$ cat src/rtl/dma_regs_pkg.sv
package dma_regs_pkg;

  localparam int unsigned BYTE_W = 8;
  localparam int unsigned WORD_W = 2 * BYTE_W;

  localparam logic [3:0] OFS_PTR_RST = 4'hC;
  localparam logic [3:0] OFS_MCLR    = 4'hD;
  localparam logic [3:0] OFS_UNMASK  = 4'hE;

  typedef struct packed {
    logic reg_wr;
    logic reg_rd;
    logic ptr_rst;
    logic mclr;
    logic unmask;
  } dma_evt_t;

  function automatic logic [BYTE_W-1:0] pick_byte(input logic [WORD_W-1:0] w,
                                                   input logic hi);
    return hi ? w[WORD_W-1:BYTE_W] : w[BYTE_W-1:0];
  endfunction

  function automatic logic [WORD_W-1:0] merge_byte(input logic [WORD_W-1:0] w,
                                                   input logic hi,
                                                   input logic [BYTE_W-1:0] b);
    return hi ? {b, w[BYTE_W-1:0]} : {w[WORD_W-1:BYTE_W], b};
  endfunction

endpackage

$ cat src/rtl/dma_cmd_decode.sv
module dma_cmd_decode
  import dma_regs_pkg::*;
#(
  parameter int unsigned NUM_CH = 4,
  localparam int unsigned CH_W  = (NUM_CH > 1) ? $clog2(NUM_CH) : 1
) (
  input  logic            wr_en,
  input  logic            rd_en,
  input  logic [3:0]      addr,
  output dma_evt_t        evt,
  output logic [CH_W-1:0] ch_sel,
  output logic            is_count
);
  localparam logic [4:0] REG_SPAN = 5'(2 * NUM_CH);

  logic in_regs;

  assign in_regs  = {1'b0, addr} < REG_SPAN;
  assign ch_sel   = addr[CH_W:1];
  assign is_count = addr[0];

  always_comb begin
    evt         = '0;
    evt.reg_wr  = wr_en && in_regs;
    evt.reg_rd  = rd_en && !wr_en && in_regs;
    evt.ptr_rst = wr_en && (addr == OFS_PTR_RST);
    evt.mclr    = wr_en && (addr == OFS_MCLR);
    evt.unmask  = wr_en && (addr == OFS_UNMASK);
  end
endmodule

$ cat src/rtl/dma_byte_ptr.sv
module dma_byte_ptr (
  input  logic clk,
  input  logic rst,
  input  logic step,
  input  logic rewind,
  output logic hi
);
  always_ff @(posedge clk) begin
    if (rst || rewind) hi <= 1'b0;
    else if (step)     hi <= ~hi;
  end
endmodule

$ cat src/rtl/dma_reg_file.sv
module dma_reg_file
  import dma_regs_pkg::*;
#(
  parameter int unsigned NUM_CH = 4,
  localparam int unsigned CH_W  = (NUM_CH > 1) ? $clog2(NUM_CH) : 1
) (
  input  logic              clk,
  input  logic              rst,
  input  logic              wr,
  input  logic [CH_W-1:0]   ch_sel,
  input  logic              is_count,
  input  logic              hi,
  input  logic [BYTE_W-1:0] wdata,
  output logic [BYTE_W-1:0] rd_byte
);
  logic [WORD_W-1:0] base_arr [NUM_CH];
  logic [WORD_W-1:0] cnt_arr  [NUM_CH];

  for (genvar g = 0; g < NUM_CH; g++) begin : g_ch
    logic [WORD_W-1:0] base_q, cnt_q;
    logic hit;
    assign hit = wr && (ch_sel == CH_W'(g));

    always_ff @(posedge clk) begin
      if (rst) begin
        base_q <= '0;
        cnt_q  <= '0;
      end else if (hit) begin
        if (is_count) cnt_q  <= merge_byte(cnt_q, hi, wdata);
        else          base_q <= merge_byte(base_q, hi, wdata);
      end
    end

    assign base_arr[g] = base_q;
    assign cnt_arr[g]  = cnt_q;
  end

  assign rd_byte = pick_byte(is_count ? cnt_arr[ch_sel] : base_arr[ch_sel], hi);
endmodule

$ cat src/rtl/dma_ctrl_state.sv
module dma_ctrl_state #(
  parameter int unsigned NUM_CH = 4,
  parameter int unsigned STAT_W = 8
) (
  input  logic              clk,
  input  logic              rst,
  input  logic              mclr,
  input  logic              unmask,
  input  logic [STAT_W-1:0] stat_set,
  output logic [NUM_CH-1:0] mask,
  output logic [STAT_W-1:0] status
);
  always_ff @(posedge clk) begin
    if (rst || mclr) begin
      mask   <= '1;
      status <= '0;
    end else begin
      status <= status | stat_set;
      if (unmask) mask <= '0;
    end
  end
endmodule

$ cat src/rtl/dma_chan_regs.sv
module dma_chan_regs
  import dma_regs_pkg::*;
#(
  parameter int unsigned NUM_CH = 4,
  parameter int unsigned STAT_W = 8,
  localparam int unsigned CH_W  = (NUM_CH > 1) ? $clog2(NUM_CH) : 1
) (
  input  logic              clk,
  input  logic              rst,
  input  logic [3:0]        addr,
  input  logic              wr_en,
  input  logic              rd_en,
  input  logic [BYTE_W-1:0] wdata,
  input  logic [STAT_W-1:0] stat_set,
  output logic [BYTE_W-1:0] rdata,
  output logic [NUM_CH-1:0] mask,
  output logic [STAT_W-1:0] status
);
  dma_evt_t          evt;
  logic [CH_W-1:0]   ch_sel;
  logic              is_count;
  logic              ptr_hi;
  logic              reg_step;
  logic              ptr_rewind;
  logic [BYTE_W-1:0] rd_byte;

  dma_cmd_decode #(.NUM_CH(NUM_CH)) u_dec (
    .wr_en(wr_en), .rd_en(rd_en), .addr(addr),
    .evt(evt), .ch_sel(ch_sel), .is_count(is_count)
  );

  assign reg_step   = evt.reg_wr | evt.reg_rd;
  assign ptr_rewind = evt.ptr_rst | evt.mclr;

  dma_byte_ptr u_ptr (
    .clk(clk), .rst(rst), .step(reg_step), .rewind(ptr_rewind), .hi(ptr_hi)
  );

  dma_reg_file #(.NUM_CH(NUM_CH)) u_rf (
    .clk(clk), .rst(rst), .wr(evt.reg_wr), .ch_sel(ch_sel),
    .is_count(is_count), .hi(ptr_hi), .wdata(wdata), .rd_byte(rd_byte)
  );

  dma_ctrl_state #(.NUM_CH(NUM_CH), .STAT_W(STAT_W)) u_ctl (
    .clk(clk), .rst(rst), .mclr(evt.mclr), .unmask(evt.unmask),
    .stat_set(stat_set), .mask(mask), .status(status)
  );

  assign rdata = evt.reg_rd ? rd_byte : '0;
endmodule

$ cat config.mk
export PLATFORM = sky130hd
export DESIGN_NAME = dma_chan_regs
export DESIGN_NICKNAME = d
export VERILOG_FILES = /design/src/rtl/dma_regs_pkg.sv /design/src/rtl/dma_cmd_decode.sv /design/src/rtl/dma_byte_ptr.sv /design/src/rtl/dma_reg_file.sv /design/src/rtl/dma_ctrl_state.sv /design/src/rtl/dma_chan_regs.sv
export SDC_FILE = /design/constraint.sdc
export NUM_CORES = 1
export LEC_CHECK = 0
export BUFFER_PORTS_ARGS = -buffer_cell sky130_fd_sc_hd__buf_2
export CAP_MARGIN = 25
export CORE_MARGIN = 1.5
export CORE_UTILIZATION = 50
export CTS_CLUSTER_SIZE = 16
export DETAILED_ROUTE_END_ITERATION = 12
export GPL_ROUTABILITY_DRIVEN = 0
export PLACE_DENSITY = 0.68
export SLEW_MARGIN = 15
export SYNTH_ARGS = -nofsm -noshare
export SYNTH_HDL_FRONTEND = slang
export SYNTH_HIERARCHICAL = 1
export SYNTH_SLANG_ARGS = --single-unit
$ cat constraint.sdc
create_clock -name clk -period 2.66 [get_ports clk]
set_clock_uncertainty 0.2 [all_clocks]
set_input_delay 0 -clock clk [delete_from_list [all_inputs] [get_ports clk]]
set_output_delay 0 -clock clk [all_outputs]
set_load 0.01 [all_outputs]
# After elaboration in Yosys (flattened, before gate mapping)
# Index checks and enable logic that the tools add are counted.
# op_classes
mux,9
magnitude_cmp,2
bitwise,6
n_eq_ne,6
n_reduce_logical,30
# op_table
cell,n
$mux 16,5
$bmux 16 s2,2
$reduce_and 3->1,16
$mux 8,2
$eq 4x4->1 const B,3
$logic_and 1x1->1,10
$or 8x8->8,1
$eq 2x2->1 const B,2
$lt 4x4->1 const B,1
$ge 3x3->1 const B,1
$not 2->3,1
$eq 2x1->1 const B,1
$logic_not 2->1,1
$logic_or 1x1->1,2
$not 1->1,2
$or 1x1->1,2
$logic_not 1->1,1
# word_totals
regBits,141
elab_cells,72
out_inout_bits,20
in_bits,24

# Depth between registers and ports, before layout
# Gate-level depths: netlist of run 1.
# depth
word_depth,7
ltp_mapped,8
depth_no_buf,4

# Hierarchy
# The synthesis of run 1 kept the hierarchy.
# modules_own_cells
mod,seq_area_each_um2,area_per_inst_um2,n_inst,cells_each
dma_reg_file,2562.5,5935.7,1,685
dma_ctrl_state,180.2,282.8,1,23
dma_cmd_decode,0.0,78.8,1,9
dma_chan_regs,0.0,72.6,1,10
dma_byte_ptr,20.0,38.8,1,3

# Least setup slack after synthesis of run 1
# No wires, ideal clock.
# synth_timing
kind,input to output
startpoint,in addr[2]
endpoint,out rdata[4]
n_path_buf,3
t_required_ns,2.460
arrival_time_ns,1.335
path_stages,7
setup_slack_ns,1.125
cell_sequence,buf_4 buf_6 buf_6 mux4_2 a22oi_1 nand2_1 and2_2
# synth_via
elab_chain_cells,7
word_cells_on_any_way,12
classes_between,1 x order compare; 9 x mux; 1 x bitwise; 1 x reduce/logical
# synth_lines
item,line,rtl
from (decl),dma_chan_regs.sv:10,"input logic [3:0] addr,"
$not 2->3 (not written as such) (*),dma_reg_file.sv:38,"assign rd_byte = pick_byte(is_count ? cnt_arr[ch_sel] : base_arr[ch_sel], hi);"
$bmux 16 s2,dma_reg_file.sv:38,
$mux 16 (not written as such) (2 in a row),dma_reg_file.sv:38,
$mux 16 (*),dma_reg_file.sv:38,
$mux 8 (*),dma_regs_pkg.sv:20,return hi ? w[WORD_W-1:BYTE_W] : w[BYTE_W-1:0];
via rd_byte[4],dma_chan_regs.sv:25,logic [BYTE_W-1:0] rd_byte;
$mux 8 (*),dma_chan_regs.sv:49,assign rdata = evt.reg_rd ? rd_byte : '0;
to (decl),dma_chan_regs.sv:15,"output logic [BYTE_W-1:0] rdata,"
# The timed path passes the listed nets; every way through them passes the cells marked *. The select of a mux whose other input is x is not followed.

# Worst setup path after layout of run 1
# layout_timing
startpoint,reg u_ptr.hi
endpoint,out rdata[4]
# layout_via
elab_chain_cells,2
# layout_lines
item,line,rtl
from (decl),dma_byte_ptr.sv:6,output logic hi
from (signal assigned),dma_byte_ptr.sv:10,else if (step) hi <= ~hi;
$mux 8,dma_regs_pkg.sv:20,
via rd_byte[4],dma_chan_regs.sv:25,
$mux 8,dma_chan_regs.sv:49,
# The timed path passes the listed nets, and every way through them passes these cells.

==> results of run 1 <==
[worst min-delay path: cells and delay by family]
family,cells,cell delay (ps)
and+or+nand+nor,2,170
AOI/OAI and AO/OA,1,140
buffers and inverters,2,330
[cell type report]
cell class	instances	area, sq um	share of cell area [%]
multi-input cells	488	3160	42.4
flip-flops and latches	138	2760	37.0
repair buffers	97	731	9.79
clock buffers	26	499	6.69
well taps	172	215	2.88
clock inverters	6	86.3	1.16
inverters	1	3.75	0.0503
[Yosys cell counts, drive strengths merged]
| library cell | instances |
|---|---|
| nand3 | 130 |
| and3 | 1 |
| nor2b | 4 |
| xnor2 | 1 |
| dfxtp | 138 |
| nor2 | 3 |
| nand2b | 2 |
| and3b | 2 |
| nand2 | 9 |
| clkbuf | 62 |
| a22oi | 16 |
| and2b | 1 |
| o21a | 8 |
| nor3 | 2 |
| or2 | 3 |
| nor3b | 4 |
| mux4 | 32 |
| buf | 41 |
| o21ai | 129 |
| and2 | 10 |
| inv | 1 |
| a21oi | 128 |
| nand3b | 2 |
| or3b | 1 |
[power groups by stage]
stage	clock network [uW]	logic, uW	registers [uW]
6_report	2340	421	2110
4_1_cts	2360	410	2110
3_3_place_gp	0	376	2160
3_5_place_dp	0	385	2160
5_1_grt	2470	446	2110
2_1_floorplan	0	257	2150
[through the flow]
step	setup WS (ps)	area, sq um
2_1_floorplan	1130	6410
3_3_place_gp	562	6630
3_5_place_dp	493	6640
4_1_cts	80.2	7450
5_1_grt	135	7460
6_report	271	7460
[state kept, by name, summed over array words and instances, names as in the netlist]
signal	cells
u_rf/g_ch.base_q	64
u_ptr/hi	1
u_ctl/status	8
u_ctl/mask	1
u_rf/g_ch.cnt_q	64
[metal layers]
metal  global-route usage (%)  vias up  part of all wire (%)
li1                         -     2681                     -
met2                     47.8      285                    50
met5                        0        -                     0
met1                     36.3     2935                    40
met4                     13.5        0                   2.5
met3                     6.75       41                   7.8
[kinds of logic after synthesis]
family | count (synthesis)
compound gates | 281
xor+xnor | 1
buf+inv | 104
flops | 138
mux | 32
simple gates | 174
[what timing repair did]
action                    in CTS  in global routing
hold buffers                  22                  0
hold endpoints to repair     138                  0
setup buffers                  0                  0
[path summary, 6_finish.rpt]
| kind | end | slack (ps) |
|---|---|---|
| max | rdata[4] | 270 |
| max reg2reg | u_rf/g_ch[0].cnt_q[15] | 400 |
| min | u_ctl/mask[2] | 60 |
| min reg2reg | u_ctl/status[5] | 250 |
==> summary.txt, run 1 <==
Final layout
  • Most frequent cells in the layout: dfxtp_1 (138), nand3_1 (129), a21oi_1 (128)
  • Number of diodes: 0
  • Fin util: 59.4%
  • Filler instances: 1082
  • Fin cells: 928
  • Share of layout cells above drive strength 1: 20.4%
  • Area growth, synth to finish: 16.4%
  • Nets: 767
  • Commonest non-fill, non-tap cell in the layout: dfxtp_1

Clock tree
  • # H-tree levels: 4
  • CTS resizes: 0
  • CTS Buffer Depth: 2
  • Clock latency on the worst-skew pair: 420 ps
  • Clock Tree Root: clkbuf_16
  • CTS Buf Count: 17
  • Clock tree sinks: 138
  • TritonCTS clock tree: built
  • CTS clk-pin slew, worst paths: 50 ps

Detailed routing
  • Vias/cell: 6.40
  • Remaining DRCs: 0
  • Vias: 5942
  • Pre-antenna DRT Iters: 5
  • Final WL: 18.6 mm
  • DRT iter0 DRCs: 643
  • Final ANT Viol Nets: 0
  • Wirelength per Cell: 20.0 um

Pwr
  • Net Switching: 1160 uW
  • Power share of the combinational group: 8.6%
  • Peak supply drop: 519 uV
  • PD cells: 653 nW/um^2
  • Final Total Pwr: 4870 uW
  • Sw Share: 23.8%
  • P_int: 3710 uW
  • Clock share of power: 48.0%
  • Lkg Pwr: 0.00253 uW
  • Sequential power share: 43.4%

Synth
  • Cell variety after synth: 36
  • Synth Area in Simple Gates: 14.9%
  • Mux contribution to synthesized area: 11.2%
  • Compound-cell area share of the yosys netlist: 22.9%
  • Dominant cell type by area after synthesis: dfxtp_1
  • Post-Synth Adder-Cell Area: 0%
  • Syn_nets: 754
  • YS warnings: 6
  • Area contributors post-synth: dfxtp_1 (43%), mux4_2 (11%), nand3_1 (10%)
  • Mapped Avg Cell Area: 8.78 sq um
  • Register bit total from synthesis: 138
  • Synth Instances: 730
  • Synth top area share: 43.1%
  • Mapped Area: 6410 sq um
  • Post-synthesis sequential area ratio: 43.1%
  • Combinational family with the most area after synthesis: compound AO/OA/AOI/OAI gates
  • XOR/XNOR share of the synthesized area: 0.137%

Global route
  • GRT Overall Usage: 29.0%
  • Grt ovf: 0
  • Initial antenna violation count: 0
  • Number of global-route vias before repair: 5808
  • First-pass GRT wire length: 29.8 mm
  • Pin count of the biggest net entering global routing: 76

Placement
  • Port Buf Inserts: 43
  • Dpl hpwl: 10.7 mm
  • Dpl cells: 873

Timing
  • Slew headroom: 31.2%
  • Number of hold violations in the final report: 0
  • Fin Hold WS: 63.2 ps
  • Worst slew pin tran: 1030 ps
  • # setup viols final: 0
  • Fin. max-slew vios: 0
  • RSZ-0062 raised after global routing: no
  • Fin crit period: 2390 ps
  • FMAX: 419 MHz
  • Period utilisation layout: 89.8%
  • Setup TNS: 0 ps

Worst hold path
  • Hold Crit Class: input pin to flop
  • Worst min-delay path startpoint: addr[2]
  • Worst Hold Depth: 5

Critical path
  • Cell family with most CP delay: simple AND/OR/NAND/NOR gates
  • CP Capture Type: primary output
  • Bufs and invs on worst path: 2
  • Crit path max-delay cell type: dfxtp_1
  • CP Max Fanout: 13
  • Crit path cell chain: nor2b_1 > buf_4 > a22oi_1 > nand2_1 > and2_2 > buf_2
  • Worst setup startpoint: u_ptr/hi
  • Setup crit start kind: flop
  • Reg2Reg Launch Point: u_ptr/hi
  • Worst path max stage delay: 570 ps
  • Crit path kind: flop to primary output
  • Cell depth of the worst setup path: 6
  • CP arrival: 2190 ps
  • Reg2reg path depth: 5
  • CP required: 2460 ps

Outcome
  • Status: finished clean

Floorplan
  • I/O Pins: 44
  • Die area: 13500 sq um
  • Die Wd: 116 um
  • Core area: 12600 sq um
  • Row cnt: 41
  • Initial core utilization: 51.0%
  • DIE HEIGHT: 116 um

Run
  • MaxCap Viol Count: 0
Power figures use the tool's default switching activity.
==> inputs of run 2 (changes only) <==
--- a/config.mk
+++ b/config.mk
@@ -8,11 +8,10 @@
 export BUFFER_PORTS_ARGS = -buffer_cell sky130_fd_sc_hd__buf_2
 export CAP_MARGIN = 25
 export CORE_MARGIN = 1.5
-export CORE_UTILIZATION = 50
+export CORE_UTILIZATION = 40
 export CTS_CLUSTER_SIZE = 16
 export DETAILED_ROUTE_END_ITERATION = 12
 export GPL_ROUTABILITY_DRIVEN = 0
-export PLACE_DENSITY = 0.68
 export SLEW_MARGIN = 15
 export SYNTH_ARGS = -nofsm -noshare
 export SYNTH_HDL_FRONTEND = slang
==> summary.txt, run 2 (same netlist as run 1, synthesis figures left out) <==
Outcome
  • Status: finished clean

Clock tree
  • CTS resizes: 0
  • # H-tree levels: 4
  • CTS Buf Count: 17
  • CTS Buffer Depth: 2
  • TritonCTS clock tree: built
  • Clock Tree Root: clkbuf_16
  • Clock tree sinks: 138
  • Clock latency on the worst-skew pair: 420 ps
  • CTS clk-pin slew, worst paths: 50 ps

Final layout
  • Post-route cell area: 7520 sq um
  • Nets: 761
  • Share of layout cells above drive strength 1: 19.8%
  • Fin cells: 965
  • Commonest non-fill, non-tap cell in the layout: dfxtp_1
  • Biggest regs: u_rf/g_ch.base_q (64), u_rf/g_ch.cnt_q (64), u_ctl/status (8)
  • Number of diodes: 0
  • Area growth, synth to finish: 17.4%
  • Most frequent cells in the layout: dfxtp_1 (138), nand3_1 (129), a21oi_1 (128)

Detailed routing
  • DRT iter0 DRCs: 676
  • Vias/cell: 5.94
  • Vias: 5735
  • Wirelength per Cell: 18.8 um
  • Final WL: 18.1 mm
  • Final ANT Viol Nets: 0
  • Remaining DRCs: 0
  • Pre-antenna DRT Iters: 5

Timing
  • Fin crit period: 2300 ps
  • FMAX: 435 MHz
  • Slew headroom: 33.9%
  • Period utilisation layout: 86.4%
  • RSZ-0062 raised after global routing: no
  • Fin Hold WS: 121 ps
  • Worst slew pin tran: 992 ps
  • Setup TNS: 0 ps
  • Number of hold violations in the final report: 0
  • Fin. max-slew vios: 0
  • # setup viols final: 0

Pwr
  • Lkg Pwr: 0.00251 uW
  • PD cells: 663 nW/um^2
  • Final Total Pwr: 4990 uW
  • Peak supply drop: 425 uV

Floorplan
  • Core area: 15800 sq um
  • Die area: 16800 sq um
  • Die Wd: 130 um
  • Row cnt: 46
  • DIE HEIGHT: 130 um
  • I/O Pins: 44
  • Initial core utilization: 40.6%

Global route
  • Number of global-route vias before repair: 5346
  • Initial antenna violation count: 0
  • Pin count of the biggest net entering global routing: 68
  • Grt ovf: 0
  • First-pass GRT wire length: 28.6 mm
  • GRT Overall Usage: 22.1%

Critical path
  • CP required: 2460 ps
  • Setup crit start kind: flop
  • CP arrival: 2100 ps
  • Crit path kind: flop to primary output
  • CP Capture Type: primary output
  • CP Max Fanout: 13

Run
  • MaxCap Viol Count: 0

Placement
  • Dpl cell area: 6700 sq um
  • Port Buf Inserts: 43
  • Dpl cells: 913
  • Dpl hpwl: 10.9 mm

Worst hold path
  • Hold Crit Class: input pin to flop
==> run 2: cell types whose count changed in the layout (fill, tap and decap cells not counted), sizes merged <==
| cell | change |
|---|---|
| clkbuf | -2 |
| clkinvlp | +1 |
| buf | -5 |
| dlygate4sd3 | -1 |
| clkinv | -2 |
| bufinv | +2 |
==> run 2: power by group <==
| part | switching [uW] | internal (uW) |
|---|---|---|
| logic | 272 | 138 |
| registers | 17.5 | 2090 |
| clock network | 858 | 1610 |
| total | 1150 | 3840 |
==> run 2: worst paths after layout <==
| check | cells past startpoint | slack (ps) | to | start |
|---|---|---|---|---|
| worst max-delay path | 6 | 360 | rdata[4] | u_ptr/hi |
| worst min-delay path | 3 | 120 | u_ctl/status[1] | stat_set[1] |
| worst max register to register | 5 | 430 | u_rf/g_ch[0].base_q[8] | u_ptr/hi |
| worst min register to register | 1 | 250 | u_ctl/status[6] | u_ctl/status[6] |
==> run 2: layer usage <==
layer	part of all wire [%]	vias up	global-route usage [%]
li1	-	2663	-
met1	42	2834	28.1
met2	50	216	37.0
met3	6.4	22	4.71
met4	1.5	0	8.43
met5	0	-	0
==> run 2: worst max-delay path, cell delays in order, from the launching register on <==
cell	delay, ps
dfxtp_1	570
nor2b_1	150
buf_4	200
a22oi_1	340
nand2_1	90
and2_2	200
buf_2	130
==> run 2: final cells by class <==
cell class	instances	area [sq um]
clock buffer	24	472
fill	1492	8250
inverter	1	3.75
sequential	138	2760
tap	216	270
multi-input combinational	488	3160
timing repair buffer	91	713
clock inverter	7	140
==> run 2: timing repair <==
action,CTS,global route
hold buffers,21,0
hold endpoints to repair,138,0
setup buffers,0,0
==> run 2: stage by stage <==
stage          util [%]  worst slack (ps)
2_1_floorplan         -              1130
3_3_place_gp       42.3               515
3_5_place_dp       42.5               472
4_1_cts            47.7               403
5_1_grt            47.7               207
6_report           47.7               362
